### config.mk
export PLATFORM = sky130hd
export DESIGN_NAME = pm_word_ctrl
export DESIGN_NICKNAME = d
export VERILOG_FILES = /design/src/rtl/pm_pkg.sv /design/src/rtl/pm_edge_sync.sv /design/src/rtl/pm_stage_reg.sv /design/src/rtl/pm_sync_delay.sv /design/src/rtl/pm_word_ctrl.sv
export SDC_FILE = /design/constraint.sdc
export NUM_CORES = 1
export LEC_CHECK = 0
export BUFFER_PORTS_ARGS = -buffer_cell sky130_fd_sc_hd__buf_2
export CORE_MARGIN = 5
export CORE_UTILIZATION = 45
export CTS_CLUSTER_DIAMETER = 120
export DETAILED_ROUTE_END_ITERATION = 10
export PLACE_DENSITY_LB_ADDON = 0.1
export REMOVE_ABC_BUFFERS = 1
export SLEW_MARGIN = 10
export SYNTH_ARGS = -nofsm -noshare
export SYNTH_HDL_FRONTEND = slang
export SYNTH_HIERARCHICAL = 1
export SYNTH_SLANG_ARGS = --single-unit
### constraint.sdc
create_clock -name clk -period 1.6 [get_ports clk]
set_input_delay 0 -clock clk [delete_from_list [all_inputs] [get_ports clk]]
set_output_delay 0 -clock clk [all_outputs]
set_load 0.02 [all_outputs]
### src/rtl/pm_pkg.sv
// Package: shared widths and types for the phase-modulation word control.
// Assumes the upper field of the word is no wider than one data byte.
package pm_pkg;
    localparam int DATA_W    = 8;
    localparam int ADDR_W    = 4;
    localparam int WORD_W    = DATA_W + ADDR_W;
    localparam int SYNC_LAT  = 12;
    localparam int META_STG  = 2;

    typedef enum logic {
        SRC_DIRECT = 1'b0,
        SRC_STAGED = 1'b1
    } pm_src_e;
endpackage

### src/rtl/pm_edge_sync.sv
// Module: brings an asynchronous strobe into the clock domain and emits a
// one-cycle pulse on the chosen edge. Assumes the strobe holds each level
// for at least two clocks. IDLE is the reset level of the chain.
module pm_edge_sync #(
    parameter int   STAGES  = 2,
    parameter bit   ON_RISE = 1'b1,
    parameter logic IDLE    = 1'b0
) (
    input  logic clk,
    input  logic rst_n,
    input  logic async_in,
    output logic pulse
);
    localparam int CHAIN_W = STAGES + 1;

    logic [CHAIN_W-1:0] chain_q;

    // Purpose: shift the raw input through the meta stages plus a history bit.
    always_ff @(posedge clk) begin
        if (!rst_n) chain_q <= {CHAIN_W{IDLE}};
        else        chain_q <= {chain_q[CHAIN_W-2:0], async_in};
    end

    generate
        if (ON_RISE) begin : g_rise
            // Purpose: flag a low-to-high step at the synchronized output.
            always_comb pulse = chain_q[STAGES-1] & ~chain_q[STAGES];
        end else begin : g_fall
            // Purpose: flag a high-to-low step at the synchronized output.
            always_comb pulse = ~chain_q[STAGES-1] & chain_q[STAGES];
        end
    endgenerate
endmodule

### src/rtl/pm_stage_reg.sv
// Module: staging register for the buffered source. It takes the low byte
// at LO_ADDR and the upper field at LO_ADDR+1, only when enabled.
// Assumes wr_p is a single-cycle pulse with the bus lines already stable.
module pm_stage_reg #(
    parameter int              DATA_W  = 8,
    parameter int              ADDR_W  = 4,
    parameter int              WORD_W  = 12,
    parameter logic [ADDR_W-1:0] LO_ADDR = 4'h4
) (
    input  logic              clk,
    input  logic              rst_n,
    input  logic              wr_p,
    input  logic              en,
    input  logic [ADDR_W-1:0] addr,
    input  logic [DATA_W-1:0] data,
    output logic [WORD_W-1:0] stage_q
);
    localparam int                HI_W    = WORD_W - DATA_W;
    localparam logic [ADDR_W-1:0] HI_ADDR = LO_ADDR + 1'b1;

    logic hit_lo;
    logic hit_hi;

    // Purpose: decode which half of the staging word a write addresses.
    always_comb begin
        hit_lo = wr_p && en && (addr == LO_ADDR);
        hit_hi = wr_p && en && (addr == HI_ADDR);
    end

    // Purpose: hold the low byte of the staged word.
    always_ff @(posedge clk) begin
        if (!rst_n)      stage_q[DATA_W-1:0] <= '0;
        else if (hit_lo) stage_q[DATA_W-1:0] <= data;
    end

    // Purpose: hold the upper field of the staged word.
    always_ff @(posedge clk) begin
        if (!rst_n)      stage_q[WORD_W-1:DATA_W] <= '0;
        else if (hit_hi) stage_q[WORD_W-1:DATA_W] <= data[HI_W-1:0];
    end
endmodule

### src/rtl/pm_sync_delay.sv
// Module: delays each commit pulse by LAT clocks to mark when the change
// reaches the waveform output. Overlapping commits each travel on their own.
module pm_sync_delay #(
    parameter int LAT = 12
) (
    input  logic clk,
    input  logic rst_n,
    input  logic in_p,
    output logic out_p
);
    logic [LAT-1:0] line_q;

    generate
        if (LAT == 1) begin : g_one
            // Purpose: single-stage delay.
            always_ff @(posedge clk) begin
                if (!rst_n) line_q <= '0;
                else        line_q <= in_p;
            end
        end else begin : g_many
            // Purpose: shift the commit pulse down the delay line.
            always_ff @(posedge clk) begin
                if (!rst_n) line_q <= '0;
                else        line_q <= {line_q[LAT-2:0], in_p};
            end
        end
    endgenerate

    assign out_p = line_q[LAT-1];
endmodule

### src/rtl/pm_word_ctrl.sv
// Module: top of the phase-modulation word control. It picks the direct bus
// word or the staged word and commits it on a falling phase-load edge.
// Assumes src_buf and the bus lines are steady around a commit or a write.
module pm_word_ctrl
    import pm_pkg::*;
#(
    parameter logic [ADDR_W-1:0] STAGE_ADDR = 4'h4
) (
    input  logic              clk,
    input  logic              rst_n,
    input  logic              src_buf,
    input  logic [ADDR_W-1:0] bus_addr,
    input  logic [DATA_W-1:0] bus_data,
    input  logic              wr_stb,
    input  logic              pld_n,
    output logic [WORD_W-1:0] pm_word,
    output logic              pm_sync
);
    logic              wr_p;
    logic              commit_p;
    logic [WORD_W-1:0] stage_q;
    logic [WORD_W-1:0] next_word;
    pm_src_e           src_sel;

    pm_edge_sync #(.STAGES(META_STG), .ON_RISE(1'b1), .IDLE(1'b0)) u_wr_sync (
        .clk      (clk),
        .rst_n    (rst_n),
        .async_in (wr_stb),
        .pulse    (wr_p)
    );

    pm_edge_sync #(.STAGES(META_STG), .ON_RISE(1'b0), .IDLE(1'b1)) u_ld_sync (
        .clk      (clk),
        .rst_n    (rst_n),
        .async_in (pld_n),
        .pulse    (commit_p)
    );

    pm_stage_reg #(
        .DATA_W  (DATA_W),
        .ADDR_W  (ADDR_W),
        .WORD_W  (WORD_W),
        .LO_ADDR (STAGE_ADDR)
    ) u_stage (
        .clk     (clk),
        .rst_n   (rst_n),
        .wr_p    (wr_p),
        .en      (src_buf),
        .addr    (bus_addr),
        .data    (bus_data),
        .stage_q (stage_q)
    );

    // Purpose: choose the word that the next commit will load.
    always_comb begin
        src_sel = pm_src_e'(src_buf);
        case (src_sel)
            SRC_STAGED: next_word = stage_q;
            default:    next_word = {bus_addr, bus_data};
        endcase
    end

    // Purpose: commit register that feeds the phase adder.
    always_ff @(posedge clk) begin
        if (!rst_n)        pm_word <= '0;
        else if (commit_p) pm_word <= next_word;
    end

    pm_sync_delay #(.LAT(SYNC_LAT)) u_sync (
        .clk   (clk),
        .rst_n (rst_n),
        .in_p  (commit_p),
        .out_p (pm_sync)
    );
endmodule

==> results.json, run 1 <==
{
  "grt_pass1_wl_mm": 4.69,
  "hold_path_class": "in2reg",
  "seqPwrFrac_pct": 61.6,
  "worstReg2RegStart": "u_wr_sync/chain_q[1]",
  "crit_chain": "nor2b_4 -> nand2_1 -> nor4bb_1 -> buf_4 -> mux2i_1",
  "critPathMaxFanout": 3,
  "cts_max_level": 2,
  "intPower_uw": 1350,
  "fin_setup_tns_ns": 0,
  "synthCells": 143,
  "drive_above_1_share_pct": 27.1,
  "synth_edf_count": 0,
  "path_class": "reg2reg",
  "p_sw_share_pct": 22.9,
  "vias": 1106,
  "initial_core_util_pct": 45.9,
  "fin_crit_ns": 1.47,
  "maxCapViolCount": 0,
  "required_ns": 1.87,
  "setup_viol": 0,
  "die_area_um2": 4610,
  "die_w_um": 67.9,
  "ios": 30,
  "cts_buffers": 5,
  "worstSkewPairLatency_ns": 0.34,
  "r2r_end": "u_stage/stage_q[8]",
  "overflow": 0,
  "clockBufferDepth": 2,
  "diodes": 0,
  "synth_ff_type": "dfxtp_1",
  "syn2layout_area_growth_pct": 25.0,
  "max_freq_mhz": 682,
  "critPathLaunchType": "register",
  "synth_area_leaders": "dfxtp_1 56%, mux2i_1 16%, nand2_1 5.2%",
  "ant_nets": 0,
  "antenna_found_initial": 0,
  "min_path_cells": 4,
  "fin_worst_skew_ns": 0.00732,
  "tightestPinTransition_ns": 0.680,
  "min_from": "src_buf",
  "slew_viol_final": 0,
  "path_clk_slew_ns": 0.11,
  "power_frac_comb_pct": 9.6,
  "fin_nets": 206,
  "vias_per_cell": 4.73,
  "reg2reg_slack_ns": 0.13,
  "die_h_um": 67.9,
  "p_switching_uw": 401,
  "leakage_uw": 0.000876,
  "cts_sinks": 42,
  "path_buf_inv": 1,
  "worstPathArrival_ns": 1.74,
  "pwr_density_cell_nw_per_um2": 927,
  "rows": 21,
  "clkPwrFrac_pct": 28.8,
  "seq_area_frac_synth_pct": 55.7,
  "yosys.area.top_type_share_pct": 55.7,
  "crit_start": "u_wr_sync/chain_q[1]",
  "grt_max_degree": 48,
  "cts_tree": "built",
  "dr.pass1.iters": 4,
  "syn_area_um2": 1510,
  "cpMaxStageDelayCell": "nor4bb_1",
  "hold-path-endpoint": "u_stage/stage_q[11]",
  "track_usage_pct": 13.7,
  "ir_drop_v": 0.000617,
  "dp_hpwl_mm": 1.84,
  "relSlewSlack_pct": 54.7,
  "finalCritPeriodShare_pct": 91.7,
  "cp_top_family": "simple AND/OR/NAND/NOR gates",
  "drt_iter0_markers": 29,
  "rsz0062_at_grt": "no",
  "ys_ff_latch": 42,
  "drc": 0,
  "cp_slowest_stage_delay_ns": 0.44,
  "synth_most_common_cell": "dfxtp_1",
  "postSynthAreaPerCell_um2": 10.6,
  "ys_types": 16,
  "final-hold-violation-count": 0,
  "whs_ns": 0.0751,
  "grt_pass1_vias": 1075,
  "root_buffer": "clkbuf_4",
  "yosys_warnings": 6,
  "async_reset_ff_share_pct": 0,
  "status": "finished, final reports clean",
  "routabilityCongestion": 0.723,
  "synth_common_cells": "42 x dfxtp_1, 24 x mux2i_1, 21 x nand2_1",
  "critPathCaptureType": "register",
  "totalWireLength_mm": 2.75,
  "io_buffer_count": 29,
  "fp.coreArea_um2": 3280,
  "synth_largest_area_cell": "dfxtp_1",
  "power_uw": 1750,
  "post_drt_wl_per_cell_um": 11.8,
  "reg2reg_depth": 5
}
registers in the layout, indices dropped and copies added (netlist names):
| register | count |
|---|---|
| u_ld_sync/chain_q | 3 |
| u_wr_sync/chain_q | 3 |
| pm_word | 12 |
| u_sync/line_q | 12 |
| u_stage/stage_q | 12 |
metal layers:
metal	up-vias	wire length (µm)	global-route usage, %
li1	565	-	-
met1	511	1260	16.0
met2	24	1280	22.5
met3	6	160	5.58
met4	0	48	5.21
met5	-	0	0
power groups by stage:
stage / clock network, µW / registers (µW) / logic [µW]
2_1_floorplan: 0 / 1120 / 47.8
3_3_place_gp: 0 / 1100 / 141
3_5_place_dp: 0 / 1100 / 142
4_1_cts: 523 / 1080 / 169
5_1_grt: 569 / 1080 / 187
6_report: 504 / 1080 / 168
worst max path at each step:
stage	endpoint	slack, ns	cells after the start
floorplan	u_stage/stage_q[10]	0.11	4
CTS	u_stage/stage_q[6]	0.003	4
global route	u_stage/stage_q[9]	0.04	5
global placement	u_stage/stage_q[0]	0.08	4
finish	u_stage/stage_q[8]	0.13	5
detailed placement	u_stage/stage_q[6]	0.02	4
worst reg2reg max path: cells and delay by family, from the launching register on:
| kind | cells | cell delay (ns) |
|---|---|---|
| AND/OR/NAND/NOR | 3 | 0.64 |
| flip-flops | 1 | 0.35 |
| buffers and inverters | 1 | 0.22 |
| multiplexers | 1 | 0.20 |
layout by cell type, fill, tap and decap left out, types with 3 or more instances in the layout:
| cell | n |
|---|---|
| and2_1 | 7 |
| nand2b_1 | 3 |
| o21ai_0 | 12 |
| a21oi_1 | 12 |
| clkbuf_4 | 5 |
| buf_2 | 29 |
| dlygate4sd3_1 | 14 |
| mux2i_1 | 24 |
| buf_4 | 5 |
| and2_2 | 8 |
| dfxtp_1 | 42 |
| nand2_1 | 21 |
cells by family (layout without fill, tap and decap cells):
group	Yosys count	after routing	synth area share [%]
AO/OA/AOI/OAI	24	24	7.96
buffers and inverters	9	54	3.81
flip-flops	42	42	55.7
multiplexers	24	24	15.9
AND/OR/NAND/NOR	44	44	16.6
layout make-up:
type / count / area, µm²
Fill cell: 309 / 1400
Sequential cell: 42 / 841
Multi-Input combinational cell: 92 / 614
Timing Repair Buffer: 48 / 323
Tap cell: 46 / 57.6
Clock buffer: 6 / 51.3
what timing repair did:
action | CTS | global route
setup endpoints to repair | 0 | 8
hold buffers | 14 | 0
endpoints found under the hold margin | 26 | 0
resized for setup | 0 | 1
setup buffers | 0 | 0
stage by stage:
stage / instances / utilization [%] / cell area, µm² / setup WS, ns
final: 234 / 57.4 / 1890 / 0.133
after global routing: 234 / 57.4 / 1890 / 0.0353
after CTS: 234 / 57.3 / 1880 / 0.00287
after detailed placement: 214 / 51.5 / 1690 / 0.0213
after global placement: 214 / 51.5 / 1690 / 0.0775
after floorplan: 134 / - / 1450 / 0.111
No activity file was read; power rests on OpenSTA's default activity.
==> run 2, diff against run 1 <==
--- a/config.mk
+++ b/config.mk
@@ -7,7 +7,7 @@
 export LEC_CHECK = 0
 export BUFFER_PORTS_ARGS = -buffer_cell sky130_fd_sc_hd__buf_2
 export CORE_MARGIN = 5
-export CORE_UTILIZATION = 45
+export CORE_UTILIZATION = 53
 export CTS_CLUSTER_DIAMETER = 120
 export DETAILED_ROUTE_END_ITERATION = 10
 export PLACE_DENSITY_LB_ADDON = 0.1
@@ -15,5 +15,4 @@
 export SLEW_MARGIN = 10
 export SYNTH_ARGS = -nofsm -noshare
 export SYNTH_HDL_FRONTEND = slang
-export SYNTH_HIERARCHICAL = 1
 export SYNTH_SLANG_ARGS = --single-unit
==> results.json, run 2 <==
{
  "synthCells": 143,
  "yosys.area.top_type_share_pct": 54.8,
  "synth_largest_area_cell": "dfxtp_1",
  "post_cts_buffers": 0,
  "rsz0062_at_grt": "no",
  "critPathCaptureType": "register",
  "routabilityCongestion": 0.803,
  "final_common_cell": "dfxtp_1",
  "final_cell_count_no_fill": 214,
  "final-hold-violation-count": 0,
  "place_inst": 196,
  "yosys_warnings": 0,
  "post_drt_wl_per_cell_um": 12.5,
  "cts_tree": "built",
  "seq_area_frac_synth_pct": 54.8,
  "root_buffer": "clkbuf_4",
  "critPathMaxFanout": 4,
  "track_usage_pct": 14.7,
  "die_w_um": 63.8,
  "max_freq_mhz": 809,
  "largestRegisters": "pm_word (12), u_stage.stage_q (12), u_sync.line_q (12)",
  "totalWireLength_mm": 2.67,
  "drive_above_1_share_pct": 22.4,
  "die_h_um": 63.8,
  "slew_viol_final": 0,
  "rows": 19,
  "antenna_found_initial": 0,
  "fin_worst_skew_ns": 0.0122,
  "dp_hpwl_mm": 1.73,
  "synth_area_leaders": "dfxtp_1 55%, mux2i_1 16%, o211a_1 7.8%",
  "syn_area_um2": 1540,
  "critPathLaunchType": "register",
  "io_buffer_count": 29,
  "synth_edf_count": 0,
  "ir_drop_v": 0.00137,
  "grt_pass1_vias": 1028,
  "required_ns": 1.87,
  "ant_nets": 0,
  "die_area_um2": 4070,
  "maxCapViolCount": 0,
  "synth_common_cells": "42 x dfxtp_1, 32 x nand2_1, 24 x mux2i_1",
  "vias": 1093,
  "grt_pass1_wl_mm": 4.64,
  "async_reset_ff_share_pct": 0,
  "fin_setup_tns_ns": 0,
  "drc": 0,
  "worstPathArrival_ns": 1.51,
  "ios": 30,
  "hold_path_class": "in2reg",
  "drt_iter0_markers": 65,
  "status": "finished, final reports clean",
  "final_cell_mix": "42 x dfxtp_1, 32 x nand2_1, 29 x buf_2",
  "tightestPinTransition_ns": 0.605,
  "setup_viol": 0,
  "postSynthAreaPerCell_um2": 10.7,
  "worstSkewPairLatency_ns": 0.35,
  "ctsResizeCount": 0,
  "syn2layout_area_growth_pct": 22.0,
  "ys_types": 14,
  "initial_core_util_pct": 55.7,
  "diodes": 0,
  "cts_buffers": 5,
  "vias_per_cell": 5.11,
  "fin_crit_ns": 1.24,
  "synth_most_common_cell": "dfxtp_1",
  "dr.pass1.iters": 4,
  "path_clk_slew_ns": 0.11,
  "pwr_density_cell_nw_per_um2": 1010,
  "cts_sinks": 42,
  "fp.coreArea_um2": 2760,
  "relSlewSlack_pct": 59.7,
  "ys_ff_latch": 42,
  "finalCritPeriodShare_pct": 77.3,
  "hold_buffers": 10,
  "fin_nets": 199,
  "clockBufferDepth": 2,
  "synth_ff_type": "dfxtp_1",
  "cts_max_level": 2,
  "path_class": "reg2reg",
  "grt_max_degree": 39,
  "leakage_uw": 0.000993,
  "overflow": 0
}
run 2: area by class of cell:
| type | count | area, µm² |
|---|---|---|
| Fill cell | 237 | 885 |
| Tap cell | 31 | 38.8 |
| Sequential cell | 42 | 841 |
| Timing Repair Buffer | 42 | 268 |
| Multi-Input combinational cell | 91 | 647 |
| Clock inverter | 2 | 37.5 |
| Clock buffer | 6 | 41.3 |
run 2: power breakdown:
part           total, µW  internal [µW]  switching [µW]
Sequential          1080           1070            8.87
Combinational        164           77.3            87.0
Clock                656            330             327
run 2: critical path: stages (launching register included):
cell,delay [ns]
dfxtp_1,0.31
and4bb_4,0.30
and4b_1,0.34
mux2i_1,0.21
run 2: worst paths after layout:
check	endpoint	cells past startpoint	slack [ns]	from
hold / removal	pm_word[9]	4	0.04	bus_addr[1]
hold reg to reg	u_ld_sync.chain_q[1]	1	0.43	u_ld_sync.chain_q[0]
setup / recovery	u_stage.stage_q[11]	3	0.36	u_wr_sync.chain_q[2]
setup reg to reg	u_stage.stage_q[11]	3	0.36	u_wr_sync.chain_q[2]
run 2: routing by layer:
| layer | routed length, µm | vias up | global-route usage [%] |
|---|---|---|---|
| li1 | - | 555 | - |
| met1 | 1230 | 503 | 17.5 |
| met2 | 1200 | 31 | 23.0 |
| met3 | 216 | 4 | 6.83 |
| met4 | 27 | 0 | 5.45 |
| met5 | 0 | - | 0 |
run 2: cells by family after synthesis:
kind of cell | after synthesis | share of synthesized area, %
mux | 24 | 15.6
simple gates | 55 | 18.7
buf+inv | 10 | 3.10
compound gates | 12 | 7.82
flops | 42 | 54.8
run 2: metrics by stage:
stage               hold WS (ns)  instance area (µm²)  total power [µW]  util (%)  setup WS [ns]
finish                    0.0390                 1870              1900      67.9          0.364
global route              0.0314                 1870              2000      67.9          0.264
CTS                       0.0142                 1870              1920      67.9          0.366
detailed placement         0.197                 1690              1250      61.4          0.401
global placement           0.184                 1690              1240      61.4          0.439
floorplan                 0.0730                 1490              1170         -          0.107
